[src/rtl/net_node_pkg.sv]
// Shared types and widths for the serial-network slave node.
// Assumes: bytes are eight bits and identifiers five bits across the network.
package net_node_pkg;
    localparam int BYTE_W = 8;
    localparam int ID_W   = 5;

    // Message-level states of the node
    typedef enum logic [2:0] {
        ST_IDLE,   // waiting for a strobe rising edge
        ST_LEAD,   // strobe lead-in running
        ST_ADDR,   // expecting the address byte
        ST_OPEN,   // addressed, exchanging bytes
        ST_HOLD,   // finished byte waits for a free buffer
        ST_SKIP    // message addressed elsewhere
    } node_state_t;
endpackage

[src/rtl/net_sync.sv]
// Two-flop synchroniser for a bundle of asynchronous single-bit inputs.
// Assumes: each bit is independent; reset value is given per bit.
module net_sync #(
    parameter int           W       = 4,
    parameter logic [W-1:0] RST_VAL = '0
) (
    input  logic         clk,
    input  logic         rst_n,
    input  logic [W-1:0] d_in,
    output logic [W-1:0] d_out
);
    logic [W-1:0] meta;

    // Two register stages per bit
    always_ff @(posedge clk) begin
        if (!rst_n) begin
            meta  <= RST_VAL;
            d_out <= RST_VAL;
        end else begin
            meta  <= d_in;
            d_out <= meta;
        end
    end
endmodule

[src/rtl/net_oneshot.sv]
// One-shot timer: after start, busy stays high for UNITS*TICK_DIV cycles.
// The prescaler divides the system clock into time units.
// Assumes: start restarts the timer; clr stops it at once.
module net_oneshot #(
    parameter int TICK_DIV = 50,
    parameter int UNITS    = 10
) (
    input  logic clk,
    input  logic rst_n,
    input  logic start,
    input  logic clr,
    output logic busy
);
    localparam int PW = $clog2(TICK_DIV + 1);
    localparam int UW = $clog2(UNITS + 1);

    logic [PW-1:0] presc;
    logic [UW-1:0] units;

    // Prescaler and unit counter for one timed interval
    always_ff @(posedge clk) begin
        if (!rst_n) begin
            busy  <= 1'b0;
            presc <= '0;
            units <= '0;
        end else if (start) begin
            busy  <= 1'b1;
            presc <= '0;
            units <= '0;
        end else if (clr) begin
            busy  <= 1'b0;
        end else if (busy) begin
            if (presc == PW'(TICK_DIV - 1)) begin
                presc <= '0;
                if (units == UW'(UNITS - 1)) busy <= 1'b0;
                else                         units <= units + 1'b1;
            end else begin
                presc <= presc + 1'b1;
            end
        end
    end
endmodule

[src/rtl/net_shift.sv]
// Serial shifter: captures the host line on SCK rise and moves the return
// line on SCK fall, MSB first. Flags each completed byte for one cycle.
// Assumes: SCK idles low and is already synchronised; load only between bytes.
module net_shift
    import net_node_pkg::*;
(
    input  logic              clk,
    input  logic              rst_n,
    input  logic              en,
    input  logic              sck_s,
    input  logic              sel_act,
    input  logic              mosi_s,
    input  logic              load,
    input  logic [BYTE_W-1:0] load_data,
    output logic              byte_done,
    output logic [BYTE_W-1:0] rx_byte,
    output logic              mid_byte,
    output logic              miso
);
    localparam int CW = $clog2(BYTE_W);

    logic              sck_q;
    logic [CW-1:0]     bitcnt;
    logic [BYTE_W-1:0] rxsh;
    logic [BYTE_W-1:0] txsh;
    logic              sck_rise, sck_fall;

    assign sck_rise = sck_s && !sck_q;
    assign sck_fall = !sck_s && sck_q;
    assign mid_byte = (bitcnt != '0);
    assign miso     = txsh[BYTE_W-1];

    // Edge-delayed copy of the synchronised clock
    always_ff @(posedge clk) begin
        if (!rst_n) sck_q <= 1'b0;
        else        sck_q <= sck_s;
    end

    // Shift both directions and close a byte after the last capture
    always_ff @(posedge clk) begin
        if (!rst_n) begin
            bitcnt    <= '0;
            rxsh      <= '0;
            txsh      <= '0;
            rx_byte   <= '0;
            byte_done <= 1'b0;
        end else begin
            byte_done <= 1'b0;
            if (!en) begin
                bitcnt <= '0;
                txsh   <= '0;
            end else if (load) begin
                txsh <= load_data;
            end else if (sel_act && sck_rise) begin
                rxsh <= {rxsh[BYTE_W-2:0], mosi_s};
                if (bitcnt == CW'(BYTE_W - 1)) begin
                    bitcnt    <= '0;
                    rx_byte   <= {rxsh[BYTE_W-2:0], mosi_s};
                    byte_done <= 1'b1;
                    txsh      <= '0;
                end else begin
                    bitcnt <= bitcnt + 1'b1;
                end
            end else if (sel_act && sck_fall && mid_byte) begin
                txsh <= {txsh[BYTE_W-2:0], 1'b0};
            end
        end
    end
endmodule

[src/rtl/net_slave_node.sv]
// Slave node of a strobe/acknowledge paced serial network.
// Sequences the lead-in, address match, payload delivery with a one-entry
// buffer, and announcement plus read-out of one return byte.
// Assumes: the host waits for each acknowledge before the next byte.
module net_slave_node
    import net_node_pkg::*;
#(
    parameter int TICK_DIV = 50,
    parameter int ACK_US   = 10,
    parameter int LEAD_US  = 500
) (
    input  logic              clk,
    input  logic              rst_n,
    input  logic [ID_W-1:0]   node_id,
    input  logic              net_sel_n,
    input  logic              net_sck,
    input  logic              net_mosi,
    input  logic              net_strobe,
    output logic              net_miso,
    output logic              net_ack,
    output logic [BYTE_W-1:0] rx_data,
    output logic              rx_valid,
    input  logic              rx_ready,
    input  logic [BYTE_W-1:0] tx_data,
    input  logic              tx_valid,
    output logic              tx_ready
);
    node_state_t       state;
    logic [3:0]        syn;
    logic              strobe_s, sel_act, sck_s, mosi_s, strobe_q;
    logic              lead_start, lead_busy, ack_start, ack_busy;
    logic              abort, shift_en, load, rx_write, buf_free;
    logic              byte_done, mid_byte, reading, tx_full;
    logic [BYTE_W-1:0] rx_byte, tx_hold;

    net_sync #(.W(4), .RST_VAL(4'b0100)) u_sync (
        .clk(clk), .rst_n(rst_n),
        .d_in({net_strobe, net_sel_n, net_sck, net_mosi}), .d_out(syn)
    );
    assign strobe_s = syn[3];
    assign sel_act  = !syn[2];
    assign sck_s    = syn[1];
    assign mosi_s   = syn[0];

    net_oneshot #(.TICK_DIV(TICK_DIV), .UNITS(LEAD_US)) u_lead (
        .clk(clk), .rst_n(rst_n), .start(lead_start), .clr(!strobe_s), .busy(lead_busy)
    );
    net_oneshot #(.TICK_DIV(TICK_DIV), .UNITS(ACK_US)) u_ack (
        .clk(clk), .rst_n(rst_n), .start(ack_start), .clr(1'b0), .busy(ack_busy)
    );

    assign shift_en = (state == ST_ADDR) || (state == ST_OPEN) || (state == ST_SKIP);

    net_shift u_shift (
        .clk(clk), .rst_n(rst_n), .en(shift_en), .sck_s(sck_s), .sel_act(sel_act),
        .mosi_s(mosi_s), .load(load), .load_data(tx_hold), .byte_done(byte_done),
        .rx_byte(rx_byte), .mid_byte(mid_byte), .miso(net_miso)
    );

    assign net_ack  = ack_busy;
    assign tx_ready = !tx_full;
    assign buf_free = !rx_valid;

    // Decide acknowledges, announce loads and buffer writes for this cycle
    always_comb begin
        lead_start = (state == ST_IDLE) && strobe_s && !strobe_q;
        abort      = (state != ST_IDLE) && (!strobe_s || (mid_byte && !sel_act));
        ack_start  = 1'b0;
        load       = 1'b0;
        rx_write   = 1'b0;
        if (!abort) begin
            case (state)
                ST_ADDR: ack_start = byte_done && (rx_byte[ID_W-1:0] == node_id);
                ST_OPEN: begin
                    if (byte_done) begin
                        if (!reading && buf_free) begin
                            ack_start = 1'b1;
                            rx_write  = 1'b1;
                        end
                    end else if (tx_full && !reading && !ack_busy && !mid_byte) begin
                        ack_start = 1'b1;
                        load      = 1'b1;
                    end
                end
                ST_HOLD: begin
                    ack_start = buf_free;
                    rx_write  = buf_free;
                end
                default: ;
            endcase
        end
    end

    // Strobe history for edge detection
    always_ff @(posedge clk) begin
        if (!rst_n) strobe_q <= 1'b0;
        else        strobe_q <= strobe_s;
    end

    // Message state machine and read-transfer flag
    always_ff @(posedge clk) begin
        if (!rst_n) begin
            state   <= ST_IDLE;
            reading <= 1'b0;
        end else if (abort) begin
            state   <= ST_IDLE;
            reading <= 1'b0;
        end else begin
            case (state)
                ST_IDLE: if (lead_start) state <= ST_LEAD;
                ST_LEAD: if (!lead_busy) state <= ST_ADDR;
                ST_ADDR: if (byte_done)
                    state <= (rx_byte[ID_W-1:0] == node_id) ? ST_OPEN : ST_SKIP;
                ST_OPEN: begin
                    if (byte_done) begin
                        if (reading)        reading <= 1'b0;
                        else if (!buf_free) state   <= ST_HOLD;
                    end else if (load) begin
                        reading <= 1'b1;
                    end
                end
                ST_HOLD: if (buf_free) state <= ST_OPEN;
                default: ;
            endcase
        end
    end

    // One-entry receive buffer towards the consumer
    always_ff @(posedge clk) begin
        if (!rst_n) begin
            rx_data  <= '0;
            rx_valid <= 1'b0;
        end else if (rx_write) begin
            rx_data  <= rx_byte;
            rx_valid <= 1'b1;
        end else if (rx_valid && rx_ready) begin
            rx_valid <= 1'b0;
        end
    end

    // Return-byte holding register, emptied by a completed read transfer
    always_ff @(posedge clk) begin
        if (!rst_n) begin
            tx_hold <= '0;
            tx_full <= 1'b0;
        end else if (tx_valid && !tx_full) begin
            tx_hold <= tx_data;
            tx_full <= 1'b1;
        end else if (!abort && state == ST_OPEN && byte_done && reading) begin
            tx_full <= 1'b0;
        end
    end
endmodule

[config.mk]
export PLATFORM = sky130hd
export DESIGN_NAME = net_slave_node
export DESIGN_NICKNAME = d
export VERILOG_FILES = /design/src/rtl/net_node_pkg.sv /design/src/rtl/net_sync.sv /design/src/rtl/net_oneshot.sv /design/src/rtl/net_shift.sv /design/src/rtl/net_slave_node.sv
export SDC_FILE = /design/constraint.sdc
export NUM_CORES = 1
export LEC_CHECK = 0
export ABC_AREA = 1
export BUFFER_PORTS_ARGS = -buffer_cell sky130_fd_sc_hd__buf_2
export CORE_ASPECT_RATIO = 1.2
export CORE_MARGIN = 1.5
export CORE_UTILIZATION = 60
export CTS_CLUSTER_SIZE = 20
export DETAILED_ROUTE_END_ITERATION = 10
export PLACE_DENSITY = 0.8
export SLEW_MARGIN = 20
export SYNTH_ARGS = -nofsm -noshare
export SYNTH_HDL_FRONTEND = slang
export SYNTH_HIERARCHICAL = 1
export SYNTH_SLANG_ARGS = --single-unit
[constraint.sdc]
create_clock -name clk -period 2.7 [get_ports clk]
set_input_delay 0.405 -clock clk [delete_from_list [all_inputs] [get_ports clk]]
set_output_delay 0.405 -clock clk [all_outputs]
set_load 0.01 [all_outputs]
==> results.txt, run 1 <==
Setup Total Neg Slack: 0 ps
Initial antenna violation count: 0
Cts bufs inserted: 9
Overflow after GRT: 0
Hold path start: net_sel_n
Crit start category: flip-flop
Drt drc: 0
RSZ-0062 raised after global routing: no
Layout overhead on the synthesized area: 11.0%
Status: finished, final reports clean
Avg Inst Size Synth: 7.15 sq um
CP Max Fanout: 12
Fmax: 457 MHz
Routed vias: 3,570
Max_slew headroom: 61.3%
Setup violators final: 0
Post-synth cell types: 41
Post-DP HPWL: 5.89 mm
Commonest non-fill, non-tap cell in the layout: nand2_1
Switching pwr: 632 uW
Mapped Area: 4170 sq um
Slew @ Worst Pin: 578 ps
Reg2reg setup slack: 510 ps
VDD IR max: 0.320 mV
LEAKAGE: 2.05 nW
Power Density: 554 nW/um^2
Part of the power in registers: 51.9%
Drt pass-1 iters: 4
Number of enable flip-flop cells after synthesis: 0
Placeable Area: 6770 sq um
Sw Share: 24.6%
I/O Buffers: 32
Routed WL: 7.83 mm
Vias per cell: 5.01
TritonCTS Sinks: 86
Setup bufs post-CTS: 0
Yosys warns: 6
Max Cap Violations: 0
Die area: 7460 sq um
IO Pins: 33
Post-Synthesis Cells: 583
CTS tree: done
Final worst path period share: 81.1%
Starting DRT DRC Count: 143
WP data required: 2940 ps
Int Power: 1.93 mW
Reg-to-Reg Start: u_shift/bitcnt[0]$_SDFFE_PN0P_
First-pass GRT wire length: 14.0 mm
Die W: 79.1 microns
Skew final: 9.13 ps
Layout cells sized above 1: 15.8%
Most frequent cells in the layout: nand2_1, nor2_1, dfxtp_1
Hold Violations, Final: 0
Fin nets: 652
ANT cells: 0
Largest net degree at the start of global routing: 44
Clock network power share: 38.1%
Combinational power share: 9.9%
Async SR Flop Fraction: 0%
Initial Util: 61.6%
Arrival time of the worst setup path: 2430 ps
Worst Setup Path Type: reg2reg
Clock latency on the worst-skew pair: 340 ps
PostCTS Resize Cnt: 0
Max Slew Vio Count: 0
GPL Wtd Cong: 0.873
CTS Root Cell: clkbuf_8
Die height: 94.3 microns
Seq/Total Area, Yosys: 41.3%
Detail Route Antenna Nets: 0
Setup crit end kind: flip-flop
Rows: 33
Min Hold Slack: 230 ps
Yosys reg bits: 86
Critical path origin: u_shift/bitcnt[0]$_SDFFE_PN0P_
Routed length per instance: 11.0 microns
Clock slew at reported path FFs: 80 ps
# hold bufs at CTS: 0
Tmin final: 2190 ps
H-Tree Depth: 3
Overall Global Routing Usage: 23.4%
Worst hold-check path type: in2reg
Vias in the first global route: 3,424
Top FF cell, synth: dfxtp_1
Clk buf depth: 2
final timing paths:
kind | to | cells after the start
max reg2reg | u_shift/txsh[3]$_SDFFE_PN0P_ | 14
min reg2reg | u_sync/d_out[2]$_SDFF_PN1_ | 2
min | u_sync/meta[2]$_SDFF_PN1_ | 3
max | u_shift/txsh[3]$_SDFFE_PN0P_ | 14
metal layers:
layer	global-route usage [%]	wire (microns)
met1	26.0	3400
met2	43.8	4080
met3	3.79	254
met4	9.80	92
met5	0	0
through the flow:
step | utilization, % | instance area, sq um | total power [mW] | instances | setup slack (ps)
2_1_floorplan | - | 4170 | 1.54 | 584 | 785
3_3_place_gp | 65.2 | 4410 | 1.60 | 697 | 622
3_5_place_dp | 65.2 | 4410 | 1.62 | 697 | 537
4_1_cts | 68.3 | 4630 | 2.59 | 713 | 521
5_1_grt | 68.3 | 4630 | 2.69 | 713 | 268
6_report | 68.3 | 4630 | 2.56 | 713 | 511
state kept, by name, indices dropped and copies added (netlist names):
| register | count |
|---|---|
| reading | 1 |
| rx_data | 8 |
| rx_valid | 1 |
| state | 3 |
| strobe_q | 1 |
| tx_full | 1 |
| tx_hold | 8 |
| u_ack/busy | 1 |
| u_ack/presc | 6 |
| u_ack/units | 4 |
| u_lead/busy | 1 |
| u_lead/presc | 6 |
| u_lead/units | 9 |
| u_shift/bitcnt | 3 |
| u_shift/byte_done | 1 |
| u_shift/rx_byte | 8 |
| u_shift/rxsh | 7 |
| u_shift/sck_q | 1 |
| u_shift/txsh | 8 |
| u_sync/d_out | 4 |
| u_sync/meta | 4 |
logic make-up after synthesis:
group	Yosys count	share of synthesized area, %
other	1	0.0899
and+or+nand+nor	299	34.0
adders and majority gates	10	3.00
DFF	86	41.3
buffers and inverters	102	9.90
AOI/OAI and AO/OA	79	10.4
xor gates and xnor gates	6	1.26
power by group through the flow:
| stage | Clock, mW | Sequential, mW | Combinational, mW |
|---|---|---|---|
| global route | 1.05 | 1.34 | 0.295 |
| CTS | 1.00 | 1.33 | 0.255 |
| global placement | 0 | 1.36 | 0.244 |
| finish | 0.978 | 1.33 | 0.254 |
| detailed placement | 0 | 1.36 | 0.255 |
| floorplan | 0 | 1.36 | 0.189 |
cell type report:
cell class                      count  area, sq um
Fill cell                         577         2140
Multi-Input combinational cell    396         2040
Sequential cell                    86         1720
Inverter                           93          360
Timing Repair Buffer               35          183
Clock buffer                       13          149
Tap cell                           87          109
Clock inverter                      3         67.6
Yosys cell counts (3+ instances only):
| cell | count | area share (%) |
|---|---|---|
| o21ai_1 | 5 | 0.60 |
| nand2_4 | 4 | 1.1 |
| inv_1 | 85 | 7.7 |
| o21ai_2 | 7 | 1.5 |
| inv_2 | 4 | 0.36 |
| xor2_1 | 4 | 0.84 |
| dfxtp_1 | 86 | 41 |
| nor2_1 | 92 | 8.3 |
| nand3_2 | 8 | 1.9 |
| nand3_1 | 29 | 3.5 |
| nor2_4 | 5 | 1.4 |
| o21ai_0 | 33 | 4.0 |
| nor3_1 | 3 | 0.36 |
| a21oi_1 | 29 | 3.5 |
| nand2_2 | 6 | 0.90 |
| o21bai_1 | 3 | 0.54 |
| nand2_1 | 125 | 11 |
| nand4_1 | 9 | 1.4 |
| nor2_2 | 9 | 1.4 |
| ha_1 | 10 | 3.0 |
critical path, cell delays in order (launching register included):
cell and delay [ps]:
dfxtp_1 320, inv_1 90, ha_1 140, nand2_1 60, inv_1 70, o21ai_0 80, nand2_1 190, inv_1 60
nor2_1 280, buf_4 220, inv_1 120, nand3b_4 140, nand2_4 110, o21bai_1 140, nor2_1 50
Power figures use the tool's default switching activity.
==> inputs of run 2 (changes only) <==
--- a/config.mk
+++ b/config.mk
@@ -5,14 +5,14 @@
 export SDC_FILE = /design/constraint.sdc
 export NUM_CORES = 1
 export LEC_CHECK = 0
-export ABC_AREA = 1
+export ABC_AREA = 0
 export BUFFER_PORTS_ARGS = -buffer_cell sky130_fd_sc_hd__buf_2
 export CORE_ASPECT_RATIO = 1.2
 export CORE_MARGIN = 1.5
-export CORE_UTILIZATION = 60
+export CORE_UTILIZATION = 59
 export CTS_CLUSTER_SIZE = 20
 export DETAILED_ROUTE_END_ITERATION = 10
-export PLACE_DENSITY = 0.8
+export PLACE_DENSITY = 0.79
 export SLEW_MARGIN = 20
 export SYNTH_ARGS = -nofsm -noshare
 export SYNTH_HDL_FRONTEND = slang
==> constraint.sdc (replaced) <==
create_clock -name clk -period 2.2 [get_ports clk]
set_input_delay 0.33 -clock clk [delete_from_list [all_inputs] [get_ports clk]]
set_output_delay 0.33 -clock clk [all_outputs]
set_load 0.01 [all_outputs]
==> results.txt, run 2 <==
Yosys reg bits: 86 (unchanged)
Overflow after GRT: 0 (unchanged)
Layout cells sized above 1: 18.0% (+2.2 points)
Setup ws final: 156 ps (-355 ps)
WP data required: 2470 ps (-470 ps)
Setup crit end kind: flip-flop
Routed length per instance: 13.5 microns (+23%)
Detail Route Antenna Nets: 0 (unchanged)
Starting DRT DRC Count: 93 (-35%)
CP bufs+invs: 1 (-4)
LEAKAGE: 1.73 nW (-16%)
Biggest register: u_lead/units
Crit. path cell count: 9 (-5)
I/O Buffers: 32 (unchanged)
Top cells by area, synth: dfxtp_1, nand2_1, mux2i_1
Layout fillers: 513 (-11%)
Clk buf depth: 2 (unchanged)
Final core occ: 69.7% (+1.4 points)
Cts bufs inserted: 9 (unchanged)
Most frequent cells in the layout: dfxtp_1, nand2_1, nand3_1, buf_2, nor2_1
Vias in the first global route: 2,926 (-15%)
Routed vias: 3,224 (-9.7%)
Post-synth cell types: 61 (+49%)
Layout overhead on the synthesized area: 12.8%
Commonest cells post-synth: dfxtp_1, nand2_1, nand3_1
Die W: 78.5 microns (-0.76%)
Seq/Total Area, Yosys: 42.7% (+1.4 points)
Max Slew Vio Count: 0 (unchanged)
# hold bufs at CTS: 0 (unchanged)
Placeable Area: 6530 sq um (-3.6%)
Worst hold-check path type: in2reg
Number of enable flip-flop cells after synthesis: 0 (unchanged)
Power Density: 698 nW/um^2 (+26%)
R2r endpoint: u_shift/txsh[4]$_SDFFE_PN0P_
Largest net degree at the start of global routing: 32 (-27%)
Clock latency on the worst-skew pair: 360 ps (+20 ps)
Initial Util: 61.8% (+0.26 points)
RSZ-0062 raised after global routing: yes
Fin nets: 520 (-20%)
CP top delay family: simple AND/OR/NAND/NOR gates
Rows: 32 (-3.0%)
Max_slew headroom: 66.6% (+5.3 points)
Fin cells: 579 (-19%)
Slew @ Worst Pin: 500 ps (-78.4 ps)
Initial antenna violation count: 0 (unchanged)
Synth top area share: 42.7% (+1.4 points)
Hold Violations, Final: 0 (unchanged)
Overall Global Routing Usage: 22.3% (-1.2 points)
Commonest non-fill, non-tap cell in the layout: dfxtp_1
Slowest stage cell on the critical path: dfxtp_1
Post-DP HPWL: 5.40 mm (-8.4%)
Post-Synthesis Cells: 453 (-22%)
Die height: 93.6 microns (-0.76%)
Routed WL: 7.80 mm (-0.42%)
Drt drc: 0 (unchanged)
Max reg flops: 9 (unchanged)
First-pass GRT wire length: 13.0 mm (-7.3%)
Worst Hold End: u_sync/meta[2]$_SDFF_PN1_
Yosys warns: 6 (unchanged)
Worst Setup Path Type: reg2reg
CP Max Fanout: 7 (-5)
Slowest stage delay, CP: 340 ps (+20 ps)
Die area: 7350 sq um (-1.5%)
Max Cap Violations: 0 (unchanged)
CTS tree: done
CP cell instances: inv_1 -> ha_1 -> nand2b_4 -> nor4_2 -> nand3_1 -> nor2_2 -> and4bb_1 -> nand2b_2 -> o31ai_1
Most common cell in the netlist: dfxtp_1
Drt pass-1 iters: 4 (unchanged)
Clock slew at reported path FFs: 90 ps (about the same)
Mapped Area: 4040 sq um (-3.2%)
Arrival time of the worst setup path: 2320 ps (-110 ps)
Fmax: 489 MHz (+7.1%)
H-Tree Depth: 3 (unchanged)
Top FF cell, synth: dfxtp_1
Hold path start: net_sel_n
Tmin final: 2040 ps (-145 ps)
GPL Wtd Cong: 0.798 (-8.7%)
Final worst path period share: 92.9% (+12 points)
Setup violators final: 0 (unchanged)
Status: finished, final reports clean
Avg Inst Size Synth: 8.91 sq um (+25%)
FF-to-FF path depth: 9 (-5)
Crit start category: flip-flop
TritonCTS Sinks: 86 (unchanged)
Reg-to-Reg Start: u_shift/bitcnt[0]$_SDFFE_PN0P_
VDD IR max: 0.493 mV (+54%)
ANT cells: 0 (unchanged)
Setup WS pre-CTS: -144 ps (-681 ps)
Skew final: 10.6 ps (+1.47 ps)
Async SR Flop Fraction: 0% (unchanged)
Post-synth top area cell: dfxtp_1
IO Pins: 33 (unchanged)
CTS Root Cell: clkbuf_8
Reg2reg setup slack: 160 ps (-350 ps)
Vias per cell: 5.57 (+11%)
Hold Path Stages: 2 (-1)
Placed insts: 561 (-20%)
==> run 2: cell types whose count changed after synthesis, sizes merged, moves of 9 or more <==
cell / change
mux2i: +17
o21ai: -27
and2: +11
nor2: -83
xor2: +9
a21oi: -10
inv: -75
buf: +11
o31ai: +9
nand2: -70
nand2b: +11
a21boi: +18
==> run 2: cells by family after synthesis <==
family	count (synthesis)	share of synthesized area (%)
AOI/OAI and AO/OA	88	15.3
xor gates and xnor gates	15	3.26
adders and majority gates	10	3.10
buffers and inverters	37	4.81
DFF	86	42.7
muxes	17	4.22
other	1	0.0929
and+or+nand+nor	199	26.5
==> run 2: per-layer routing <==
metal / wire [microns] / global-route usage [%] / vias to the layer above
met2: 3840 / 39.3 / 51
met1: 3570 / 26.4 / 1514
met5: 0 / 0 / -
li1: - / - / 1649
met4: 126 / 8.93 / 0
met3: 254 / 4.29 / 10
==> run 2: final cells by class <==
cell class	count	area [sq um]	area share, %
Clock buffer	11	151	3.33
Clock inverter	5	57.6	1.26
Inverter	14	52.6	1.15
Multi-Input combinational cell	332	2200	48.3
Sequential cell	86	1720	37.8
Tap cell	85	106	2.34
Timing Repair Buffer	46	265	5.83
==> run 2: timing repair <==
action | 4_1_cts | 5_1_grt
buffers inserted | 0 | 2
setup endpoints to repair | 18 | 26
endpoints found under the hold margin | 0 | 0
pin swaps | 0 | 3
resized for setup | 3 | 12
==> run 2: worst max-delay path by stage <==
stage	startpoint	to	slack, ps
after global placement	u_shift/bitcnt[0]$_SDFFE_PN0P_	u_shift/txsh[5]$_SDFFE_PN0P_	20
final	u_shift/bitcnt[0]$_SDFFE_PN0P_	u_shift/txsh[4]$_SDFFE_PN0P_	160
after global routing	u_shift/bitcnt[0]$_SDFFE_PN0P_	u_shift/rxsh[4]$_SDFFE_PN0P_	-10
after detailed placement	u_shift/bitcnt[0]$_SDFFE_PN0P_	u_shift/txsh[5]$_SDFFE_PN0P_	-140
after floorplan	u_shift/bitcnt[0]$_SDFFE_PN0P_	u_shift/rx_byte[4]$_SDFFE_PN0P_	80
after CTS	u_shift/bitcnt[0]$_SDFFE_PN0P_	u_shift/txsh[5]$_SDFFE_PN0P_	10
==> run 2: stage by stage <==
stage / hold slack, ps / instance area, sq um / TNS [ps] / total power [mW]
after CTS: 142 / 4480 / 0 / 3.17
final: 147 / 4550 / 0 / 3.18
after detailed placement: 402 / 4260 / -825 / 2.04
after global placement: 391 / 4260 / 0 / 2.03
after floorplan: 386 / 4040 / 0 / 1.95
after global routing: 145 / 4550 / -21.2 / 3.30
==> run 2: power by group <==
group	internal, mW	leakage (nW)	total (mW)	switching [mW]
logic	0.169	0.923	0.390	0.221
clock network	0.587	0.109	1.15	0.560
registers	1.59	0.696	1.64	0.0518
